## src/rtl/nand_seq_pkg.sv

```systemverilog
package nand_seq_pkg;

  typedef enum logic [1:0] {
    K_CMD  = 2'b00,
    K_ADDR = 2'b01,
    K_DWR  = 2'b10,
    K_DRD  = 2'b11
  } req_kind_t;

  typedef enum logic [2:0] {
    ST_IDLE,
    ST_SETUP,
    ST_PULSE,
    ST_HOLD,
    ST_RWAIT
  } seq_state_t;

  // Field slots inside the timing register; write group is read group + 4
  localparam int unsigned SLOT_SETUP = 0;
  localparam int unsigned SLOT_HOLD  = 1;
  localparam int unsigned SLOT_PULSE = 2;
  localparam int unsigned SLOT_WAIT  = 3;
  localparam int unsigned GRP_WRITE  = 4;

endpackage

```

## src/rtl/nand_phase_timer.sv

```systemverilog
module nand_phase_timer #(
  parameter int CW = 5
) (
  input  logic          clk,
  input  logic          rst_n,
  input  logic          en,
  input  logic          load,
  input  logic [CW-1:0] load_val,
  output logic          done
);
  logic [CW-1:0] cnt_q, cnt_d;

  always_comb begin
    cnt_d = cnt_q;
    if (load)
      cnt_d = load_val;
    else if (cnt_q != '0)
      cnt_d = cnt_q - CW'(1);
  end

  always_ff @(posedge clk or negedge rst_n) begin
    if (!rst_n)
      cnt_q <= '0;
    else if (en)
      cnt_q <= cnt_d;
  end

  assign done = (cnt_q == '0);
endmodule

```

## src/rtl/nand_rdy_monitor.sv

```systemverilog
module nand_rdy_monitor #(
  parameter int STAGES = 2
) (
  input  logic clk,
  input  logic rst_n,
  input  logic rdy_async,
  input  logic clr_flag,
  output logic rdy_sync,
  output logic flag
);
  logic [STAGES:0] sh_q;
  logic            rise;
  logic            flag_d;

  always_ff @(posedge clk or negedge rst_n) begin
    if (!rst_n)
      sh_q <= '1;
    else
      sh_q <= {sh_q[STAGES-1:0], rdy_async};
  end

  assign rdy_sync = sh_q[STAGES-1];
  assign rise     = sh_q[STAGES-1] & ~sh_q[STAGES];

  always_comb begin
    flag_d = flag;
    if (rise)
      flag_d = 1'b1;
    else if (clr_flag)
      flag_d = 1'b0;
  end

  always_ff @(posedge clk or negedge rst_n) begin
    if (!rst_n)
      flag <= 1'b0;
    else
      flag <= flag_d;
  end
endmodule

```

## src/rtl/nand_bus_seq.sv

```systemverilog
module nand_bus_seq
  import nand_seq_pkg::*;
#(
  parameter int DW = 8,
  parameter int FW = 4
) (
  input  logic          clk,
  input  logic          rst_n,
  input  logic          req_valid,
  input  logic [1:0]    req_kind,
  input  logic [DW-1:0] req_wdata,
  output logic          busy,
  output logic [DW-1:0] rd_data,
  output logic          rd_valid,
  input  logic          tim_we,
  input  logic [8*FW-1:0] tim_wdata,
  input  logic          cfg_we,
  input  logic [2:0]    cfg_wdata,
  input  logic          ctl_we,
  input  logic [1:0]    ctl_wdata,
  output logic          stat_ready,
  output logic          irq_flag,
  output logic          irq,
  output logic          nand_ce_n,
  output logic          nand_cle,
  output logic          nand_ale,
  output logic          nand_we_n,
  output logic          nand_re_n,
  output logic          nand_wp_n,
  output logic [DW-1:0] nand_dq_o,
  output logic          nand_dq_oe,
  input  logic [DW-1:0] nand_dq_i,
  input  logic          nand_rdy
);
  localparam int TW = 8 * FW;
  localparam int CW = FW + 1;

  seq_state_t     st_q, st_d;
  logic [TW-1:0]  tim_q;
  logic           force_ce_q, wp_rel_q, irq_en_q;
  req_kind_t      kind_q;
  logic [DW-1:0]  byte_q, rd_q;
  logic           rd_vld_q, rd_vld_d;
  logic           soft_rst, flag_clr, accept, cap_rd;
  logic           sel_rd, active, cur_rd;
  logic [2:0]     grp;
  logic [FW-1:0]  f_su, f_hd, f_pw, f_rw;
  logic           t_load, t_en, t_done;
  logic [CW-1:0]  t_val;
  logic           rdy_s;

  assign soft_rst = ctl_we & ctl_wdata[0];
  assign flag_clr = ctl_we & (ctl_wdata[1] | ctl_wdata[0]);
  assign accept   = (st_q == ST_IDLE) & req_valid & ~soft_rst;
  assign cur_rd   = (kind_q == K_DRD);

  // Timing group: incoming request while idle, latched request otherwise
  assign sel_rd = (st_q == ST_IDLE) ? (req_kind_t'(req_kind) == K_DRD) : cur_rd;
  assign grp    = sel_rd ? 3'd0 : 3'(GRP_WRITE);
  assign f_su   = tim_q[(int'(grp) + SLOT_SETUP) * FW +: FW];
  assign f_hd   = tim_q[(int'(grp) + SLOT_HOLD)  * FW +: FW];
  assign f_pw   = tim_q[(int'(grp) + SLOT_PULSE) * FW +: FW];
  assign f_rw   = tim_q[(int'(grp) + SLOT_WAIT)  * FW +: FW];

  // Next-state logic
  always_comb begin
    st_d   = st_q;
    t_load = 1'b0;
    t_val  = '0;
    unique case (st_q)
      ST_IDLE: if (req_valid) begin
        st_d = ST_SETUP; t_load = 1'b1; t_val = {1'b0, f_su};
      end
      ST_SETUP: if (t_done) begin
        st_d = ST_PULSE; t_load = 1'b1; t_val = {1'b0, f_pw};
      end
      ST_PULSE: if (t_done) begin
        st_d = ST_HOLD; t_load = 1'b1; t_val = {1'b0, f_hd};
      end
      ST_HOLD: if (t_done) begin
        if (f_rw == '0) begin
          st_d = ST_IDLE;
        end else begin
          st_d = ST_RWAIT; t_load = 1'b1; t_val = {f_rw, 1'b0} - CW'(1);
        end
      end
      ST_RWAIT: if (t_done) st_d = ST_IDLE;
      default: st_d = ST_IDLE;
    endcase
    if (soft_rst) st_d = ST_IDLE;
  end

  assign t_en     = t_load | (st_q != ST_IDLE);
  assign cap_rd   = (st_q == ST_PULSE) & t_done & cur_rd;
  assign rd_vld_d = (st_q != ST_IDLE) & (st_d == ST_IDLE) & cur_rd & ~soft_rst;

  nand_phase_timer #(.CW(CW)) u_timer (
    .clk(clk), .rst_n(rst_n), .en(t_en), .load(t_load),
    .load_val(t_val), .done(t_done)
  );

  nand_rdy_monitor #(.STAGES(2)) u_rdy (
    .clk(clk), .rst_n(rst_n), .rdy_async(nand_rdy), .clr_flag(flag_clr),
    .rdy_sync(rdy_s), .flag(irq_flag)
  );

  // Registers
  always_ff @(posedge clk or negedge rst_n) begin
    if (!rst_n) st_q <= ST_IDLE;
    else        st_q <= st_d;
  end

  always_ff @(posedge clk or negedge rst_n) begin
    if (!rst_n) begin
      kind_q <= K_CMD;
      byte_q <= '0;
    end else if (accept) begin
      kind_q <= req_kind_t'(req_kind);
      byte_q <= req_wdata;
    end
  end

  always_ff @(posedge clk or negedge rst_n) begin
    if (!rst_n)      tim_q <= '0;
    else if (tim_we) tim_q <= tim_wdata;
  end

  always_ff @(posedge clk or negedge rst_n) begin
    if (!rst_n) begin
      force_ce_q <= 1'b0; wp_rel_q <= 1'b0; irq_en_q <= 1'b0;
    end else if (soft_rst) begin
      force_ce_q <= 1'b0; wp_rel_q <= 1'b0; irq_en_q <= 1'b0;
    end else if (cfg_we) begin
      force_ce_q <= cfg_wdata[0]; wp_rel_q <= cfg_wdata[1]; irq_en_q <= cfg_wdata[2];
    end
  end

  always_ff @(posedge clk or negedge rst_n) begin
    if (!rst_n)      rd_q <= '0;
    else if (cap_rd) rd_q <= nand_dq_i;
  end

  always_ff @(posedge clk or negedge rst_n) begin
    if (!rst_n) rd_vld_q <= 1'b0;
    else        rd_vld_q <= rd_vld_d;
  end

  // Bus and host outputs
  assign active     = (st_q == ST_SETUP) | (st_q == ST_PULSE) | (st_q == ST_HOLD);
  assign busy       = (st_q != ST_IDLE);
  assign nand_cle   = active & (kind_q == K_CMD);
  assign nand_ale   = active & (kind_q == K_ADDR);
  assign nand_dq_oe = active & ~cur_rd;
  assign nand_dq_o  = byte_q;
  assign nand_we_n  = ~((st_q == ST_PULSE) & ~cur_rd);
  assign nand_re_n  = ~((st_q == ST_PULSE) & cur_rd);
  assign nand_ce_n  = ~(active | force_ce_q);
  assign nand_wp_n  = wp_rel_q;
  assign rd_data    = rd_q;
  assign rd_valid   = rd_vld_q;
  assign stat_ready = rdy_s & ~busy;
  assign irq        = irq_flag & irq_en_q;
endmodule

```

## config.mk

```make
export PLATFORM = sky130hd
export DESIGN_NAME = nand_bus_seq
export DESIGN_NICKNAME = d
export VERILOG_FILES = /design/src/rtl/nand_seq_pkg.sv /design/src/rtl/nand_phase_timer.sv /design/src/rtl/nand_rdy_monitor.sv /design/src/rtl/nand_bus_seq.sv
export SDC_FILE = /design/constraint.sdc
export NUM_CORES = 1
export LEC_CHECK = 0
export BUFFER_PORTS_ARGS = -buffer_cell sky130_fd_sc_hd__buf_2
export CORE_ASPECT_RATIO = 0.7
export CORE_UTILIZATION = 40
export DETAILED_ROUTE_END_ITERATION = 12
export PLACE_DENSITY = 0.75
export SLEW_MARGIN = 30
export SYNTH_ARGS = -nofsm -noshare
export SYNTH_HDL_FRONTEND = slang
export SYNTH_SLANG_ARGS = --single-unit
```

## constraint.sdc

```tcl
create_clock -name clk -period 7.82 [get_ports clk]
set_input_delay 0.782 -clock clk [delete_from_list [all_inputs] [get_ports clk]]
set_output_delay 0.782 -clock clk [all_outputs]
set_load 0.1 [all_outputs]
```

==> results of run 1 <==
cells in the mapped netlist (all sizes together):
cell,number,area (um2)
a211oi,1,7.510
a21o,2,15.01
a21oi,12,60.06
a311oi,1,8.760
a32oi,1,8.760
and2,4,25.02
and3b,2,17.52
and4,1,8.760
and4b,1,10.01
buf,2,16.26
clkbuf,9,33.78
dfrtp,63,1577
dfstp,3,78.83
ha,4,50.05
inv,8,30.03
mux2,49,551.8
mux2i,17,182.7
nand2,15,56.30
nand2b,1,6.260
nand3,6,30.03
nand4,2,12.51
nor2,20,75.07
nor2b,1,6.260
nor3,12,71.32
nor4,1,6.260
nor4b,2,32.53
o211ai,4,30.03
o21ai,11,58.80
o22ai,3,18.77
o311a,1,10.01
o31ai,1,7.510
o41a,1,11.26
or3,1,6.260
or4,1,7.510
or4b,2,23.77
xor2,2,17.52
cell families (layout without fill, tap and decap cells):
group | after synthesis | after routing
buf+inv | 19 | 114
mux | 66 | 66
fa+ha+maj | 4 | 4
compound gates | 38 | 38
simple gates | 72 | 72
xor+xnor | 2 | 2
flops | 66 | 66
through the flow:
stage | power [uW] | hold WS [ns] | utilization [%]
6_report | 1588 | 0.3511 | 53.28
5_1_grt | 1670 | 0.3604 | 53.28
4_1_cts | 1602 | 0.3513 | 53.28
3_5_place_dp | 1215 | 0.3468 | 49.38
3_3_place_gp | 1201 | 0.3475 | 49.38
2_1_floorplan | 1080 | 0.3452 | -
where the power goes:
group	switching [uW]	total (uW)	internal [uW]	leakage, uW
logic	540	731	191	0.000948
registers	66.4	479	413	0.000799
clock network	139	378	239	0.000141
total	745	1590	843	0.00189
metal layers:
metal / track usage (%) / up-vias / part of all wire [%]
li1: - / 1145 / -
met1: 24.56 / 1160 / 48
met2: 27.07 / 68 / 44
met3: 6.758 / 10 / 6.4
met4: 7.703 / 0 / 1.4
met5: 0 / - / 0
worst max-delay path, stage by stage, from the launching register on:
cell and delay, ns:
dfrtp_1 0.58, nor3_4 0.28, inv_2 0.12, mux2i_4 0.58
a21oi_1 0.27, ha_1 0.30, a311oi_1 0.46, a21oi_1 0.18
o41a_1 0.44
state kept, by name, indices dropped and copies added, names as in the netlist:
| signal | flops |
|---|---|
| rd_valid | 1 |
| rd_data | 8 |
| force_ce_q | 1 |
| u_timer.cnt_q | 5 |
| st_q | 3 |
| u_rdy.sh_q | 3 |
| nand_wp_n | 1 |
| tim_q | 32 |
| irq_en_q | 1 |
| kind_q | 2 |
| nand_dq_o | 8 |
| u_rdy.flag | 1 |
worst min-delay path by stage:
stage / from / end / slack, ns / cells after the start
3_5_place_dp: u_rdy.sh_q[0] / u_rdy.sh_q[1] / 0.35 / 0
4_1_cts: u_rdy.sh_q[0] / u_rdy.sh_q[1] / 0.35 / 0
2_1_floorplan: u_rdy.sh_q[0] / u_rdy.sh_q[1] / 0.35 / 0
5_1_grt: u_rdy.sh_q[0] / u_rdy.sh_q[1] / 0.36 / 0
3_3_place_gp: u_rdy.sh_q[0] / u_rdy.sh_q[1] / 0.35 / 0
6_report: u_rdy.sh_q[0] / u_rdy.sh_q[1] / 0.35 / 0
final cells by class:
class / instances / share of cell area (%)
flip-flops and latches: 66 / 41.53
multi-input cells: 182 / 35.97
repair buffers: 90 / 11.36
clock buffers: 12 / 6.686
well taps: 98 / 3.076
inverters: 8 / 0.7533
clock inverters: 4 / 0.6277
placed cells by master, fill, tap and decap left out, drive strengths merged, types with 2 or more instances in the layout:
cell / n
nand2: 15
mux2: 49
a21o: 2
buf: 90
and2: 4
inv: 8
a21oi: 12
nor2: 20
o22ai: 3
or4b: 2
ha: 4
clkbuf: 12
and3b: 2
nor3: 12
o211ai: 4
clkinvlp: 2
mux2i: 17
nor4b: 2
dfstp: 3
o21ai: 11
dfrtp: 63
xor2: 2
clkinv: 2
nand4: 2
nand3: 6
==> metrics, run 1 <==
Post-CTS Setup Bufs=0; worst setup path startpoint=st_q[1]; I/O Pins=90; crit path to=u_timer.cnt_q[2]; Lkg Pwr=0.001887 uW; simple-gate share of the synthesized area=12.48%; Multi-input gate area=1434 um2; Worst R2R Start=st_q[1]; Die H=76.48 um; Routed Wire Length=6893 um; WS Path Type=reg2reg; hold_buf cts=0; VDD IR max=0.0002979 V; Compound-Gate Fraction of Synth Area=7.462%; sequential share of the synthesized area=52.23%; # fillers=697; adder-cell share of the synthesized area=1.579%; cell count after placement=444; CTS Sinks=66; wire per inst=14.98 um; # Max-Cap Violations=0; setup_tns=0 ns; Max Freq=300.6 MHz; CTS resizes=0; register-to-register path setup slack=4.49 ns; pin count of the biggest net entering global routing=67; Post-Synthesis Cells=267; setup violators final=0; Die ar.=8289 um2; DP Wirelength=5062 um; worst r2r path cells=8; Worst Path Max Fanout=18; CP endpoint kind=flip-flop; class of the worst hold path=reg2reg; 1st-pass router iterations=4; chip width=108.4 um; proportion of layout cells with a drive suffix above 1=45.30%; Synth Area in XOR/XNOR=0.5527%; vias in the first global route=2418; mux contribution to synthesized area=23.17%; final worst slack=4.493 ns; Crit path arrival time=3.54 ns; vias=2383; RSZ-0062 raised after global routing=false; largest family of logic cells by synthesized area=multiplexers; clk_lat worst skew=0.33 ns; Final ANT Viol Nets=0; Net Count, Synth=333; Initial Util=42.36%; maximum clock path buffer count=2; Ant. Diodes=0; global-route wire length before repair=11470 um; FF/Latch Area=1655 um2; Netlist Area Pre-Place=3169 um2; DR iter-0 viols=48; outcome=complete, no violations; Post-route DRC=0; total grt overflow=0; final std cells w/o fill=460; placed inst area=3695 um2; Final Skew=0.003505 ns; CTS clk-pin slew, worst paths=0.05 ns; # rows=26; post-synthesis cell type count=44; # H-tree levels=3; DR vias/cell=5.180; Worst-Margin Slew=0.8238 ns; final worst-path cycle share=42.54%; RePlAce Congestion=0.8895; Layout Nets=423; Synth-to-Final Area Change=25.78%; yosys warns=0; IO Port Bufs=89; Tmin final=3.327 ns; TritonCTS clock tree=done; total global-route track usage=18.47%; initial antenna violation count=0; Synth Area per Inst=11.87 um2; flops & latches, synth=66; clock root buffer=clkbuf_16; Slew HR=45.08%; Critical Path RT=8.03 ns; CTS Buf Count=9; final hold violation count=0; Final Cell Area=3986 um2; core area=7482 um2; Startpoint Class=flip-flop; PwrDens=398.4 nW/um2; Post-Place Setup Slack=4.472 ns; Slew Limit Fails=0; Crit Reg-Reg Endpoint=u_timer.cnt_q[2]
(Power assumes the default switching activity.)
==> run 2: changes to the inputs <==
==> constraint.sdc (replaced) <==
create_clock -name clk -period 3.4 [get_ports clk]
set_input_delay 0.34 -clock clk [delete_from_list [all_inputs] [get_ports clk]]
set_output_delay 0.34 -clock clk [all_outputs]
set_load 0.1 [all_outputs]
==> run 2 against run 1 <==
  * Global-route usage decreased by 0.44 points
  * Final cell count increased by 0.87%
  * Largest power group unchanged
  * Design area increased by 0.47%
  * Die area unchanged
  * Via count increased by 2.0%
  * Sequential share of layout area decreased by 0.19 points
  * Register-to-register slack got worse by 4.1 ns
  * Total power increased by 130%
==> metrics, run 2 (same netlist as run 1, synthesis figures left out) <==
Worst-Margin Slew=0.7050 ns; core area=7482 um2; chip width=108.4 um; Crit path arrival time=3.23 ns; Die ar.=8289 um2; maximum clock path buffer count=2; Max Freq=329.9 MHz; commonest cells after routing, fill and taps aside=buf_2 (89), dfrtp_1 (63), mux2_2 (49), nor2_1 (20), mux2i_1 (16); vias in the first global route=2363; Final Cell Area=4005 um2; commonest non-fill, non-tap cell in the layout=buf_2; Biggest register=tim_q; vias=2430; # H-tree levels=3; DR vias/cell=5.237; pin count of the biggest net entering global routing=46; register-to-register path setup slack=0.37 ns; Die H=76.48 um; Critical Path RT=3.60 ns; Layout Nets=427; # Max-Cap Violations=0; Worst Path Max Fanout=14; placed inst area=3730 um2; IO Port Bufs=89; proportion of layout cells with a drive suffix above 1=45.36%; RSZ-0062 raised after global routing=false; Hold WS=0.1302 ns; CTS Sinks=66; WS Path Type=reg2reg; CP endpoint kind=flip-flop; clock root buffer=clkbuf_16; I/O Pins=90; initial antenna violation count=0; wire per inst=15.10 um; setup violators final=0; DR iter-0 viols=135; Slew Limit Fails=0; Lkg Pwr=0.001903 uW; global-route wire length before repair=11520 um; CTS clk-pin slew, worst paths=0.05 ns; total grt overflow=0; class of the worst hold path=in2reg; CTS Buf Count=9; RePlAce Congestion=0.8841; Slew HR=53.00%; Post-route DRC=0; Final Core Density=53.53%; DP Wirelength=5315 um; final worst-path cycle share=89.14%; Synth-to-Final Area Change=26.37%; outcome=complete, no violations; Initial Util=42.36%; 1st-pass router iterations=4; Ant. Diodes=0; TritonCTS clock tree=done; clk_lat worst skew=0.32 ns; total global-route track usage=18.03%; # rows=26; Tmin final=3.031 ns; VDD IR max=0.0005975 V; final hold violation count=0; PwrDens=904.9 nW/um2; Final Skew=0.003886 ns; Largest register FFs=32; Final ANT Viol Nets=0; Tot Pwr=3624 uW; setup_tns=0 ns; Startpoint Class=flip-flop; Routed Wire Length=7008 um
==> run 2: cell types whose count changed in the layout (fill, tap and decap cells not counted), sizes merged <==
cell	previous run	this run
clkinvlp	2	0
clkbuf	12	13
buf	90	93
clkinv	2	3
dlygate4sd3	0	1
==> run 2: stage by stage <==
| step | cells | worst slack (ns) |
|---|---|---|
| after floorplan | 267 | 0.3878 |
| after global placement | 447 | 0.5346 |
| after detailed placement | 447 | 0.4154 |
| after CTS | 464 | 0.3870 |
| after global routing | 464 | 0.1239 |
| final | 464 | 0.3691 |
==> run 2: power by group <==
part	switching, uW	internal, uW
clock network	302	509
logic	1260	454
registers	145	950
total	1710	1910
==> run 2: worst paths after layout <==
path                          startpoint          endpoint  cells after the start
max                              st_q[0]  u_timer.cnt_q[2]                     10
max in group asynchronous          rst_n          tim_q[5]                      3
min reg2reg                u_rdy.sh_q[0]     u_rdy.sh_q[1]                      0
min in group asynchronous          rst_n        u_rdy.flag                      2
min                             nand_rdy     u_rdy.sh_q[0]                      1
max reg2reg                      st_q[0]  u_timer.cnt_q[2]                     10
==> run 2: repair_timing <==
action,in CTS,in global routing
hold endpoints to repair,21,0
hold buffers,1,0
gates resized for setup,0,0
buffers inserted,0,0
==> run 2: metal layers <==
| layer | track usage (%) | routed length [um] | up-vias |
|---|---|---|---|
| met5 | 0 | 0 | - |
| met4 | 4.459 | 13 | 0 |
| met3 | 5.731 | 458 | 2 |
| met2 | 26.24 | 3093 | 79 |
| met1 | 25.91 | 3441 | 1188 |
| li1 | - | - | 1161 |
==> run 2: worst max-delay path, stage by stage, from the launching register on <==
cell and delay (ns):
dfrtp_1 0.53, nor3_4 0.28, inv_2 0.12, mux2i_4 0.25, buf_4 0.21, nor2_1 0.11
a21oi_1 0.08, ha_1 0.27, a311oi_1 0.44, a21oi_1 0.17, o41a_1 0.44
==> run 2: cell type report <==
class / count / area [um2]
Timing Repair Buffer: 94 / 485.5
Clock buffer: 13 / 250.2
Sequential cell: 66 / 1655
Clock inverter: 3 / 15.01
Fill cell: 676 / 3477
Inverter: 8 / 30.03
Multi-Input combinational cell: 182 / 1446
Tap cell: 98 / 122.6
